===== src/rtl/syn_pkg.sv =====
package syn_pkg;

    typedef enum logic [2:0] {
        S_IDLE,
        S_FETCH,
        S_SCK_LOW,
        S_SCK_HIGH,
        S_LOAD_PULSE,
        S_FINISH
    } syn_state_e;

endpackage


===== src/rtl/syn_cycle_counter.sv =====
module syn_cycle_counter #(
    parameter int W = 3
) (
    input  logic         clk,
    input  logic         rst_n,
    input  logic         clr,
    output logic [W-1:0] count
);

    always_ff @(posedge clk or negedge rst_n) begin
        if (!rst_n) begin
            count <= '0;
        end else if (clr) begin
            count <= '0;
        end else begin
            count <= count + W'(1);
        end
    end

endmodule


===== src/rtl/syn_frame_shifter.sv =====
module syn_frame_shifter #(
    parameter int WIDTH  = 48,
    parameter int BYTE_W = 8
) (
    input  logic              clk,
    input  logic              rst_n,
    input  logic              load_byte,
    input  logic [BYTE_W-1:0] byte_in,
    input  logic              shift_bit,
    output logic              msb
);

    logic [WIDTH-1:0] sr_q;

    always_ff @(posedge clk or negedge rst_n) begin
        if (!rst_n) begin
            sr_q <= '0;
        end else if (load_byte) begin
            sr_q <= {sr_q[WIDTH-BYTE_W-1:0], byte_in};
        end else if (shift_bit) begin
            sr_q <= {sr_q[WIDTH-2:0], 1'b0};
        end
    end

    assign msb = sr_q[WIDTH-1];

endmodule


===== src/rtl/syn_loader.sv =====
module syn_loader
    import syn_pkg::*;
#(
    parameter int unsigned BASE_ADDR    = 8,
    parameter int          ADDR_W       = 8,
    parameter int          BYTE_W       = 8,
    parameter int          FRAME_BITS   = 24,
    parameter int          FRAME_COUNT  = 2,
    parameter int          HALF_PERIOD  = 2,
    parameter int          LATCH_CYCLES = 3
) (
    input  logic              clk,
    input  logic              rst_n,
    input  logic              start,
    output logic              rd_en,
    output logic [ADDR_W-1:0] rd_addr,
    input  logic [BYTE_W-1:0] rd_data,
    output logic              ser_data,
    output logic              ser_clk,
    output logic              ser_le,
    output logic              done
);

    localparam int BYTES_PER_FRAME = FRAME_BITS / BYTE_W;
    localparam int TOTAL_BYTES     = BYTES_PER_FRAME * FRAME_COUNT;
    localparam int TOTAL_BITS      = FRAME_BITS * FRAME_COUNT;
    localparam int LONGEST_PHASE   = (HALF_PERIOD > LATCH_CYCLES) ? HALF_PERIOD : LATCH_CYCLES;
    localparam int CNT_W           = $clog2(LONGEST_PHASE + 1);
    localparam int BIT_W           = $clog2(FRAME_BITS);
    localparam int FRM_W           = $clog2(FRAME_COUNT + 1);
    localparam int IDX_W           = $clog2(TOTAL_BYTES + 1);

    syn_state_e        state_q, state_d;
    logic [IDX_W-1:0]  idx_q;
    logic [BIT_W-1:0]  bit_q;
    logic [FRM_W-1:0]  frm_q;
    logic [CNT_W-1:0]  phase_cnt;
    logic              phase_clr;
    logic              half_tick;
    logic              latch_tick;
    logic              last_byte;
    logic              last_bit;
    logic              last_frame;
    logic              shift_msb;

    assign half_tick  = (phase_cnt == CNT_W'(HALF_PERIOD - 1));
    assign latch_tick = (phase_cnt == CNT_W'(LATCH_CYCLES - 1));
    assign last_byte  = (idx_q == IDX_W'(TOTAL_BYTES - 1));
    assign last_bit   = (bit_q == BIT_W'(FRAME_BITS - 1));
    assign last_frame = (frm_q == FRM_W'(FRAME_COUNT - 1));
    assign phase_clr  = (state_q != state_d) || (state_q == S_IDLE);

    syn_cycle_counter #(.W(CNT_W)) u_phase (
        .clk   (clk),
        .rst_n (rst_n),
        .clr   (phase_clr),
        .count (phase_cnt)
    );

    syn_frame_shifter #(.WIDTH(TOTAL_BITS), .BYTE_W(BYTE_W)) u_shift (
        .clk       (clk),
        .rst_n     (rst_n),
        .load_byte (state_q == S_FETCH),
        .byte_in   (rd_data),
        .shift_bit ((state_q == S_SCK_HIGH) && half_tick),
        .msb       (shift_msb)
    );

    // State register
    always_ff @(posedge clk or negedge rst_n) begin
        if (!rst_n) begin
            state_q <= S_IDLE;
        end else begin
            state_q <= state_d;
        end
    end

    // Next-state logic
    always_comb begin
        state_d = state_q;
        unique case (state_q)
            S_IDLE:       if (start) state_d = S_FETCH;
            S_FETCH:      if (last_byte) state_d = S_SCK_LOW;
            S_SCK_LOW:    if (half_tick) state_d = S_SCK_HIGH;
            S_SCK_HIGH:   if (half_tick) state_d = last_bit ? S_LOAD_PULSE : S_SCK_LOW;
            S_LOAD_PULSE: if (latch_tick) state_d = last_frame ? S_FINISH : S_SCK_LOW;
            S_FINISH:     state_d = S_IDLE;
            default:      state_d = S_IDLE;
        endcase
    end

    // Byte, bit and frame counters
    always_ff @(posedge clk or negedge rst_n) begin
        if (!rst_n) begin
            idx_q <= '0;
            bit_q <= '0;
            frm_q <= '0;
        end else begin
            if (state_q == S_FETCH) begin
                idx_q <= idx_q + IDX_W'(1);
            end else begin
                idx_q <= '0;
            end
            if (state_q == S_IDLE) begin
                bit_q <= '0;
            end else if ((state_q == S_SCK_HIGH) && half_tick) begin
                bit_q <= last_bit ? '0 : bit_q + BIT_W'(1);
            end
            if (state_q == S_IDLE) begin
                frm_q <= '0;
            end else if ((state_q == S_LOAD_PULSE) && latch_tick) begin
                frm_q <= frm_q + FRM_W'(1);
            end
        end
    end

    // Output decode
    always_comb begin
        rd_en    = (state_q == S_FETCH);
        rd_addr  = ADDR_W'(BASE_ADDR) + ADDR_W'(idx_q);
        ser_clk  = (state_q == S_SCK_HIGH);
        ser_le   = (state_q == S_LOAD_PULSE);
        done     = (state_q == S_FINISH);
        ser_data = ((state_q == S_SCK_LOW) || (state_q == S_SCK_HIGH)) ? shift_msb : 1'b0;
    end

    // data held steady across a clock high phase
    assert_data_stable_high_R5: assert property (@(posedge clk) disable iff (!rst_n)
        (ser_clk && $past(ser_clk)) |-> $stable(ser_data));

    // latch strobe begins right after a clock high phase
    assert_latch_after_clock_R6: assert property (@(posedge clk) disable iff (!rst_n)
        $rose(ser_le) |-> $past(ser_clk));

    // done immediately follows the end of a latch pulse
    assert_done_after_latch_R7: assert property (@(posedge clk) disable iff (!rst_n)
        done |-> $past(ser_le));

    // consecutive reads walk upward one address at a time
    assert_sequential_fetch_R2: assert property (@(posedge clk) disable iff (!rst_n)
        (rd_en && $past(rd_en)) |-> (rd_addr == $past(rd_addr) + ADDR_W'(1)));

    // reads begin only from an idle sequencer that saw start
    assert_fetch_from_idle_R8: assert property (@(posedge clk) disable iff (!rst_n)
        $rose(rd_en) |-> ($past(start) && $past(state_q == S_IDLE)));

endmodule


===== config.mk =====
export PLATFORM = sky130hd
export DESIGN_NAME = syn_loader
export DESIGN_NICKNAME = d
export VERILOG_FILES = /design/src/rtl/syn_pkg.sv /design/src/rtl/syn_cycle_counter.sv /design/src/rtl/syn_frame_shifter.sv /design/src/rtl/syn_loader.sv
export SDC_FILE = /design/constraint.sdc
export NUM_CORES = 1
export LEC_CHECK = 0
export CORE_MARGIN = 2
export CORE_UTILIZATION = 57
export DETAILED_ROUTE_END_ITERATION = 12
export DONT_BUFFER_PORTS = 1
export PLACE_DENSITY = 0.73
export SLEW_MARGIN = 10
export SYNTH_ARGS = -nofsm -noshare
export SYNTH_HDL_FRONTEND = slang
export SYNTH_SLANG_ARGS = --single-unit

===== constraint.sdc =====
create_clock -name clk -period 1.6 [get_ports clk]
set_clock_uncertainty 0.1 [all_clocks]
set_input_delay 0.32 -clock clk [delete_from_list [all_inputs] [get_ports clk]]
set_output_delay 0.32 -clock clk [all_outputs]
set_load 0.005 [all_outputs]

==> results.sh, run 1 <==
export IMPL_hpwl_mm=3.75
export IMPL_synth_ff_type="dfrtp_1"
export IMPL_firstDrtPassIters=4
export IMPL_drc=0
export IMPL_switching_power_mw=0.677
export IMPL_nets=401
export IMPL_cts_tree="built"
export IMPL_fin_ws_ns=-0.186
export IMPL_fp_coreArea_um2=5140
export IMPL_wl_mm=7.57
export IMPL_rsz0062_at_grt="yes"
export IMPL_root_buffer="clkbuf_8"
export IMPL_slew_viol_final=0
export IMPL_drive_above_1_share_pct=26.0
export IMPL_finalInstanceArea_um2=3910
export IMPL_synthCells=358
export IMPL_fin_crit_sh_pct=112
export IMPL_pwr_share_seq_pct=51.7
export IMPL_vias=2642
export IMPL_dpl_cell_area_um2=3170
export IMPL_holdWs_ns=-0.427
export IMPL_reg2reg_from="state_q[2]"
export IMPL_synth_edf_count=0
export IMPL_routedWlPerCell_um=16.5
export IMPL_powerDensity_nw_per_um2=834
export IMPL_synth_seq_cells=63
export IMPL_clk_pin_slew_worst_paths_ns=0.07
export IMPL_grt_pass1_vias=2360
export IMPL_dieHeight_um=77.0
export IMPL_cp_max_fo=3
export IMPL_clk_latency_ns=0.33
export IMPL_antenna_found_initial=0
export IMPL_cp_arrival_ns=1.37
export IMPL_violations="hold timing, setup timing"
export IMPL_gp_congestion=0.856
export IMPL_viasPerCell=5.77
export IMPL_drt_iter0_drc=202
export IMPL_async_flop_share_pct=100
export IMPL_clockPowerShare_pct=46.6
export IMPL_fin_util_pct=76.0
export IMPL_die_w_um=77.0
export IMPL_critPathKind="flip-flop to primary output"
export IMPL_p_leak_nw=1.83
export IMPL_final_antenna_net_count=0
export IMPL_cts_buffer_depth=2
export IMPL_cts_max_level=3
export IMPL_p_int_mw=2.58
export IMPL_grt_overflow=0
export IMPL_hp_class="primary input to async pin"
export IMPL_fp_row_count=26
export IMPL_start_util_pct=59.1
export IMPL_fmax_mhz=560
export IMPL_setup_viol=57
export IMPL_cpPeakStageDelay_ns=0.42
export IMPL_cts_buffers=9
export IMPL_cp_start_kind="flip-flop"
export IMPL_grt_usage_pct=23.5
export IMPL_synth_area_um2=3040
export IMPL_port_buffers=0
export IMPL_ir_drop_uv=915
export IMPL_synth_cell_types=32
export IMPL_ios=24
export IMPL_critPathLaunch="state_q[2]"
export IMPL_grt_pass1_wl_mm=11.2
export IMPL_grt_max_degree=64
export IMPL_combPwrFrac_pct=1.8
export IMPL_hold_viol=63
export IMPL_ys_warnings_count=0
export IMPL_cp_required_ns=1.18
export IMPL_path_cells="buf_6 -> or3b_4 -> inv_4"
export IMPL_setup_worst_path_end_class="primary output"
export IMPL_diodes=0
export IMPL_numClockSinks=63
export IMPL_slowest_stage="dfrtp_1"
export IMPL_finalCriticalPeriod_ns=1.79
export IMPL_avgSynthCellArea_um2=8.49
export IMPL_dieArea_um2=5930
export IMPL_cap_violations=0
export IMPL_area_growth_pct=28.5
export IMPL_switching_share_pct=20.8
export IMPL_status="complete, but fails checks"
export IMPL_ys_seq_area_share_pct=51.9
==> worst max-delay path: cells and delay by family, from the launching register on <==
kind | cells | cell delay (ns)
flops | 1 | 0.42
simple gates | 1 | 0.41
buf+inv | 2 | 0.21
==> synthesized netlist by cell type (3+ instances only) <==
library cell	n	area, µm²
buf_2	3	15.0
dfrtp_1	63	1580
a31oi_1	49	307
clkbuf_1	16	60.1
nand2_1	104	390
nor2_1	54	203
nor3_1	6	30.0
a21oi_1	3	15.0
ha_1	6	75.1
o21ai_0	4	20.0
nand3_1	7	35.0
buf_4	7	52.6
nor2b_1	3	18.8
inv_1	8	30.0
==> sequential cells by signal, indices dropped and copies added (netlist names) <==
| register | count |
|---|---|
| u_shift.sr_q | 48 |
| bit_q | 5 |
| u_phase.count | 2 |
| frm_q | 2 |
| idx_q | 3 |
| state_q | 3 |
==> layer usage <==
layer | routed length [µm] | GRT usage [%] | share of wire [%] | vias up
li1 | - | - | - | 1243
met2 | 3780 | 37.5 | 50 | 80
met4 | 146 | 9.82 | 1.9 | 0
met5 | 0 | 0 | 0 | -
met3 | 332 | 3.88 | 4.4 | 16
met1 | 3310 | 32.2 | 44 | 1303
==> power by group through the flow <==
stage                     Sequential (mW)  Combinational, mW  Clock, mW
after floorplan                      1.70             0.0560          0
after detailed placement             1.71             0.0542          0
final                                1.68             0.0574       1.52
after CTS                            1.68             0.0541       1.52
after global routing                 1.69             0.0671       1.59
after global placement               1.71             0.0510          0
==> area by class of cell <==
| cell class | instances | area, µm² |
|---|---|---|
| Fill cell | 358 | 1230 |
| Timing Repair Buffer | 41 | 539 |
| Multi-Input combinational cell | 261 | 1460 |
| Inverter | 8 | 32.5 |
| Clock buffer | 11 | 141 |
| Sequential cell | 63 | 1580 |
| Clock inverter | 4 | 70.1 |
| Tap cell | 70 | 87.6 |
==> path summary, 6_finish.rpt <==
kind	to	slack [ns]	cells past startpoint
hold / removal	frm_q[0]	-0.43	0
min in group clk	u_shift.sr_q[0]	0.01	2
setup / recovery	ser_le	-0.19	3
setup reg to reg	u_shift.sr_q[4]	-0.18	6
max in group asynchronous	state_q[0]	1.71	0
hold reg to reg	frm_q[0]	0.42	1
==> cell usage in the layout, fill, tap and decap left out, types with 2 or more instances in the layout <==
| master | instances |
|---|---|
| buf_4 | 20 |
| dfrtp_1 | 62 |
| nand2_2 | 4 |
| or3b_4 | 2 |
| ha_2 | 2 |
| and2_4 | 2 |
| o21ai_0 | 3 |
| nor3_2 | 4 |
| buf_12 | 8 |
| buf_6 | 7 |
| clkinv_2 | 2 |
| clkbuf_16 | 6 |
| nand2_1 | 100 |
| a31oi_2 | 2 |
| xor2_1 | 2 |
| clkbuf_8 | 10 |
| nor2_2 | 2 |
| nand3_1 | 5 |
| inv_2 | 4 |
| bufinv_16 | 2 |
| and4b_2 | 2 |
| nand3_2 | 2 |
| ha_1 | 3 |
| nor2b_4 | 2 |
| o21ai_2 | 2 |
| inv_1 | 3 |
| a21oi_2 | 2 |
| a31oi_1 | 47 |
| conb_1 | 5 |
| nor2_1 | 52 |
==> logic make-up (layout without fill, tap and decap cells) <==
kind of cell	Yosys count	after routing	share of synthesized area (%)
other cells	2	5	0.247
simple gates	184	185	25.4
buf+inv	38	64	6.18
fa+ha+maj	6	6	2.47
mux	1	1	0.329
flops	63	63	51.9
compound gates	61	61	12.6
xor+xnor	3	3	0.865
==> metrics by stage <==
stage                     instances  power [mW]  hold slack, ns  worst slack, ns  TNS (ns)
after global placement          419        1.76         -0.0743          -0.0229   -0.0457
after CTS                       446        3.25          -0.433           -0.140     -3.42
after floorplan                 361        1.75         -0.0756          0.00190         0
after detailed placement        419        1.76         -0.0742          -0.0580    -0.725
after global routing            458        3.35          -0.439           -0.221     -9.07
final                           458        3.26          -0.427           -0.186     -6.50
==> what timing repair did <==
action,CTS,global route
buffers inserted,12,4
hold endpoints to repair,63,63
resized for setup,21,33
setup endpoints to repair,48,59
gates cloned,0,8
pin swaps,14,27
Power figures use the tool's default switching activity.
==> inputs of run 2 (changes only) <==
--- a/config.mk
+++ b/config.mk
@@ -5,6 +5,7 @@
 export SDC_FILE = /design/constraint.sdc
 export NUM_CORES = 1
 export LEC_CHECK = 0
+export ABC_AREA = 1
 export CORE_MARGIN = 2
 export CORE_UTILIZATION = 57
 export DETAILED_ROUTE_END_ITERATION = 12
==> run 2 against run 1 <==
  * The run still ends with hold timing, setup timing left
  * Critical path depth increased by 4
  * Setup slack improved by 0.13 ns
  * Critical endpoint is now u_shift.sr_q[8]
  * Hold slack got worse by 0.0083 ns
  * Combinational power increased by 79%
  * First-iteration DRC count decreased by 11%
==> results.sh, run 2 <==
export IMPL_grt_max_degree=64
export IMPL_area_growth_pct=14.3
export IMPL_slew_viol_final=0
export IMPL_numClockSinks=63
export IMPL_synthCells=367
export IMPL_die_w_um=78.8
export IMPL_root_buffer="clkbuf_8"
export IMPL_clk_latency_ns=0.34
export IMPL_status="complete, but fails checks"
export IMPL_cp_required_ns=1.74
export IMPL_finalCriticalPeriod_ns=1.65
export IMPL_cts_max_level=3
export IMPL_total_power_mw=3.15
export IMPL_setup_viol=5
export IMPL_synth_ff_type="dfrtp_1"
export IMPL_cp_max_fo=28
export IMPL_cp_start_kind="flip-flop"
export IMPL_routedWlPerCell_um=13.0
export IMPL_wl_mm=5.97
export IMPL_final_fill_count=446
export IMPL_hold_viol=63
export IMPL_powerDensity_nw_per_um2=864
export IMPL_grt_use_met2_pct=30.9
export IMPL_final_common_cell="nand2_1"
export IMPL_viasPerCell=5.28
export IMPL_yosys_top_cells_area="dfrtp_1 (49%), nand2_1 (9.1%), o211ai_1 (8.0%), inv_1 (6.2%), o21ai_0 (5.5%)"
export IMPL_drt_iter0_drc=179
export IMPL_p_leak_nw=1.80
export IMPL_avgSynthCellArea_um2=8.70
export IMPL_fin_ws_ns=-0.0517
export IMPL_hp_class="primary input to async pin"
export IMPL_cp_arrival_ns=1.79
export IMPL_ys_warnings_count=0
export IMPL_grt_usage_pct=20.1
export IMPL_largestRegisters="u_shift.sr_q: 48 flops, bit_q: 5 flops"
export IMPL_synth_cell_types=30
export IMPL_diodes=0
export IMPL_ios=24
export IMPL_synth_seq_cells=63
export IMPL_dpl_cell_area_um2=3280
export IMPL_start_util_pct=58.3
export IMPL_yosysTopAreaCellShare_pct=49.4
export IMPL_rsz0062_at_grt="yes"
export IMPL_holdWs_ns=-0.435
export IMPL_nets=401
export IMPL_finalInstanceArea_um2=3650
export IMPL_ys_seq_area_share_pct=49.4
export IMPL_cap_violations=0
export IMPL_fp_coreArea_um2=5470
export IMPL_fp_row_count=27
export IMPL_vias=2427
export IMPL_fmax_mhz=605
export IMPL_drc=0
export IMPL_async_flop_share_pct=100
export IMPL_grt_util_met3_pct=5.80
export IMPL_cts_tree="built"
export IMPL_grt_overflow=0
export IMPL_synth_area_um2=3190
export IMPL_mostFrequentLayoutCells="nand2_1 (74), dfrtp_1 (60), inv_1 (49), o21ai_0 (35), o211ai_1 (34)"
export IMPL_critPathKind="flip-flop to flip-flop"
export IMPL_grt_pass1_vias=2234
export IMPL_hpwl_mm=3.75
export IMPL_violations="hold timing, setup timing"
export IMPL_yosys_cell_count_top_type="nand2_1"
export IMPL_cts_buffer_depth=2
export IMPL_drive_above_1_share_pct=18.8
export IMPL_top_register="u_shift.sr_q"
export IMPL_busiest_layer="met2"
export IMPL_setup_worst_path_end_class="flip-flop"
export IMPL_synth_top_area_cell="dfrtp_1"
export IMPL_final_antenna_net_count=0
export IMPL_clk_pin_slew_worst_paths_ns=0.07
export IMPL_grt_pass1_wl_mm=9.83
export IMPL_synth_edf_count=0
export IMPL_synth_top_cells_by_count="nand2_1 (77), dfrtp_1 (63), inv_1 (53), o21ai_0 (35), o211ai_1 (34)"
export IMPL_antenna_found_initial=0
export IMPL_fin_util_pct=66.7
export IMPL_fin_crit_sh_pct=103
export IMPL_port_buffers=0
export IMPL_firstDrtPassIters=5
export IMPL_ir_drop_uv=665
export IMPL_dieHeight_um=78.8
export IMPL_grt_use_met1_pct=26.9
export IMPL_largest_reg_flops=48
export IMPL_gp_congestion=0.851
export IMPL_dieArea_um2=6220
export IMPL_cts_buffers=9
## run 2: critical path, stage by stage, from the launching register on
cell	delay (ns)
dfrtp_2	0.45
inv_4	0.07
nor2_4	0.18
nand2_8	0.11
nand2_4	0.19
buf_12	0.19
o211ai_1	0.12
o21ai_0	0.13
## run 2: stage by stage
stage	setup slack (ns)	hold WS (ns)	std cells	setup TNS, ns
3_3_place_gp	-0.0874	-0.0741	433	-0.121
4_1_cts	-0.0597	-0.443	452	-0.0851
5_1_grt	-0.116	-0.459	460	-2.47
6_report	-0.0517	-0.435	460	-0.123
2_1_floorplan	0.0790	-0.0756	370	0
3_5_place_dp	-0.0861	-0.0739	433	-0.119
## run 2: layer usage
layer	vias up	routed length (µm)	share of wire [%]
met3	15	220	3.7
li1	1234	-	-
met1	1137	2870	48
met2	41	2750	46
met5	-	0	0
met4	0	127	2.1
## run 2: what timing repair did
item | 4_1_cts | 5_1_grt
hold endpoints to repair | 65 | 64
setup endpoints to repair | 10 | 52
setup buffers | 2 | 5
resized for setup | 13 | 16
pin swaps | 4 | 4
hold buffers | 2 | 1
gates cloned | 0 | 2
## run 2: final cells by class
type                       instances  area [µm²]  area share (%)
clock buffer                      11         151            4.15
clock inverter                     4        45.0            1.23
inverter                          57         234            6.41
multi-input combinational        226        1280            35.2
sequential                        63        1580            43.3
tap                               72        90.1            2.47
timing repair buffer              25         249            6.82
timing repair inverter             2        17.5           0.480
## run 2: path summary, 6_finish.rpt
check / startpoint / end / slack [ns] / depth (start not counted)
min in group clk: rd_data[4] / u_shift.sr_q[4] / 0.01 / 2
max in group asynchronous: rst_n / u_shift.sr_q[3] / 1.75 / 0
setup reg to reg: state_q[0] / u_shift.sr_q[8] / -0.05 / 7
hold reg to reg: frm_q[1] / frm_q[1] / 0.39 / 2
setup / recovery: state_q[0] / u_shift.sr_q[8] / -0.05 / 7
hold / removal: rst_n / u_shift.sr_q[42] / -0.44 / 0
## run 2: cells by family after synthesis
kind of cell	count (synthesis)	synth area share, %
AO/OA/AOI/OAI	93	18.6
buffers and inverters	81	12.5
flip-flops	63	49.4
adder cells (fa/ha/maj)	6	2.35
XOR/XNOR	2	0.549
multiplexers	1	0.353
other	2	0.235
AND/OR/NAND/NOR	119	16.0
## run 2: power breakdown
group | total (mW) | internal, mW | switching, mW
Combinational | 0.103 | 0.0489 | 0.0539
Clock | 1.38 | 0.787 | 0.596
Sequential | 1.67 | 1.64 | 0.0255
Total | 3.15 | 2.48 | 0.675
==> inputs of run 3 (changes only) <==
==> constraint.sdc (replaced) <==
create_clock -name clk -period 1.6 [get_ports clk]
set_clock_uncertainty 0.1 [all_clocks]
set_input_delay 0 -clock clk [delete_from_list [all_inputs] [get_ports clk]]
set_output_delay 0 -clock clk [all_outputs]
set_load 0.005 [all_outputs]
==> run 3 against run 2 <==
  * The flow now finishes without violations
  * Global-route usage up 1.2 points
  * Combinational power up 51%
  * Cell count up 1.3%
  * Highest routed layer unchanged
  * Clock-buffer cell count up 1
  * Sequential power about the same
  * Critical path depth up 2
  * Total power up 0.47%
  * Setup slack better by 0.093 ns
  * Critical endpoint is now u_phase.count[1]
  * Via count up 1.4%
  * First-iteration DRC count down 44%
  * Clock power down 3%
  * Largest cell class unchanged
==> results.sh, run 3 (synthesis results as in run 2) <==
export IMPL_status="completed"
export IMPL_die_w_um=78.8
export IMPL_grt_max_degree=64
export IMPL_ios=24
export IMPL_finalCriticalPeriod_ns=1.56
export IMPL_fp_coreArea_um2=5470
export IMPL_reg2reg_from="u_phase.count[0]"
export IMPL_switching_power_mw=0.704
export IMPL_root_buffer="clkbuf_8"
export IMPL_mostFrequentLayoutCells="nand2_1 (76), dfrtp_1 (60), inv_1 (52), o21ai_0 (35), o211ai_1 (34)"
export IMPL_ir_drop_uv=664
export IMPL_pwr_share_seq_pct=52.6
export IMPL_setup_viol=0
export IMPL_busiest_layer="met2"
export IMPL_hpwl_mm=3.89
export IMPL_p_leak_nw=1.82
export IMPL_path_cells="inv_1 -> ha_1 -> inv_1 -> or2_4 -> o211ai_1 -> nand2_1 -> nand2_1 -> nand3_2 -> nor2_1"
export IMPL_grt_pass1_vias=2336
export IMPL_final_common_cell="nand2_1"
export IMPL_p_int_mw=2.46
export IMPL_drive_above_1_share_pct=15.7
export IMPL_switching_share_pct=22.2
export IMPL_clk_latency_ns=0.33
export IMPL_multiInputGateArea_um2=1260
export IMPL_cp_arrival_ns=1.72
export IMPL_drt_iter0_drc=101
export IMPL_regArea_um2=1580
export IMPL_rsz0062_at_grt="yes"
export IMPL_ff2ff_setup_slack_ns=0.04
export IMPL_grt_util_met3_pct=4.20
export IMPL_fmax_mhz=642
export IMPL_total_power_mw=3.17
export IMPL_cap_violations=0
export IMPL_gp_congestion=0.829
export IMPL_finalNonFillerCells=466
export IMPL_cpPeakStageDelay_ns=0.41
export IMPL_r2r_cells=9
export IMPL_dieHeight_um=78.8
export IMPL_powerDensity_nw_per_um2=860
export IMPL_setup_worst_path_end_class="flip-flop"
export IMPL_area_growth_pct=15.4
export IMPL_grt_use_met1_pct=27.8
export IMPL_antenna_found_initial=0
export IMPL_fin_crit_sh_pct=97.4
export IMPL_crit_end="u_phase.count[1]"
export IMPL_numClockSinks=63
export IMPL_grt_use_met2_pct=33.7
export IMPL_vias=2461
export IMPL_final_fill_count=462
export IMPL_fin_util_pct=67.3
export IMPL_largest_reg_flops=48
export IMPL_wl_mm=6.15
export IMPL_diodes=0
export IMPL_firstDrtPassIters=4
export IMPL_top_register="u_shift.sr_q"
export IMPL_start_util_pct=58.3
export IMPL_clk_pin_slew_worst_paths_ns=0.06
export IMPL_place_ws_ns=-0.0268
export IMPL_drc=0
export IMPL_cts_tree="built"
export IMPL_fp_row_count=27
export IMPL_fin_ws_ns=0.0414
export IMPL_dieArea_um2=6220
export IMPL_grt_overflow=0
export IMPL_cp_max_fo=3
export IMPL_cts_buffers=9
export IMPL_r2r_end="u_phase.count[1]"
export IMPL_port_buffers=0
export IMPL_critPathKind="flip-flop to flip-flop"
export IMPL_routedWlPerCell_um=13.2
export IMPL_nets=406
export IMPL_hp_class="primary input to async pin"
export IMPL_combPwrFrac_pct=4.9
export IMPL_viasPerCell=5.28
export IMPL_hold_viol=0
export IMPL_grt_usage_pct=21.3
export IMPL_grt_pass1_wl_mm=10.3
export IMPL_cp_required_ns=1.76
export IMPL_critPathLaunch="u_phase.count[0]"
export IMPL_dp_cells=437
export IMPL_cp_start_kind="flip-flop"
export IMPL_final_antenna_net_count=0
export IMPL_clockPowerShare_pct=42.5
export IMPL_cts_buffer_depth=2
export IMPL_slowest_stage="dfrtp_1"
export IMPL_slew_viol_final=0
export IMPL_largestRegisters="u_shift.sr_q: 48 flops, bit_q: 5 flops"
export IMPL_cts_max_level=3
-- run 3: changes by cell type in the layout (fill, tap and decap cells not counted), sizes merged --
| cell | change |
|---|---|
| clkinv | -1 |
| clkbuf | +2 |
| buf | -1 |
| inv | -1 |
| dlygate4sd3 | +7 |
-- run 3: power groups by stage --
stage | Sequential, mW | Clock [mW] | Combinational [mW]
global route | 1.67 | 1.45 | 0.183
floorplan | 1.69 | 0 | 0.0908
finish | 1.67 | 1.34 | 0.156
detailed placement | 1.70 | 0 | 0.0969
CTS | 1.67 | 1.38 | 0.159
global placement | 1.69 | 0 | 0.0943
-- run 3: worst min path at each step --
stage / startpoint / to / depth (start not counted)
finish: rst_n / u_shift.sr_q[45] / 2
global route: rst_n / u_shift.sr_q[41] / 2
CTS: rst_n / u_shift.sr_q[15] / 2
global placement: rst_n / u_shift.sr_q[43] / 0
detailed placement: rst_n / u_shift.sr_q[43] / 0
floorplan: rst_n / bit_q[0] / 0
-- run 3: worst max-delay path, delay by kind of cell (launching register included) --
family                     cells  cell delay, ns
and+or+nand+nor                5            0.60
DFF                            1            0.41
adders and majority gates      1            0.16
buffers and inverters          2            0.14
AOI/OAI and AO/OA              1            0.10
-- run 3: layer usage --
metal	part of all wire, %	wire length [µm]	up-vias
li1	-	-	1244
met4	2.1	129	0
met1	49	3010	1161
met3	3.2	194	10
met5	0	0	-
met2	46	2820	46
-- run 3: what timing repair did --
item	4_1_cts	5_1_grt
hold endpoints to repair	74	0
resized for setup	4	14
endpoints found under the setup margin	15	39
hold buffers	11	0
pin swaps	2	4
buffers inserted	0	1
cloned	0	1
-- run 3: layout make-up --
type	count	area share (%)
clock inverter	4	1.22
tap	72	2.45
timing repair buffer	32	9.10
inverter	57	6.08
multi-input combinational	226	34.3
clock buffer	12	3.94
sequential	63	42.9
-- run 3: per-stage QoR --
step / setup TNS (ns) / hold WS, ns / cell area [µm²]
floorplan: 0 / -0.396 / 3200
global placement: 0 / -0.394 / 3280
detailed placement: -0.0444 / -0.394 / 3280
CTS: 0 / 0.121 / 3610
global route: -0.144 / 0.155 / 3680
finish: 0 / 0.135 / 3680
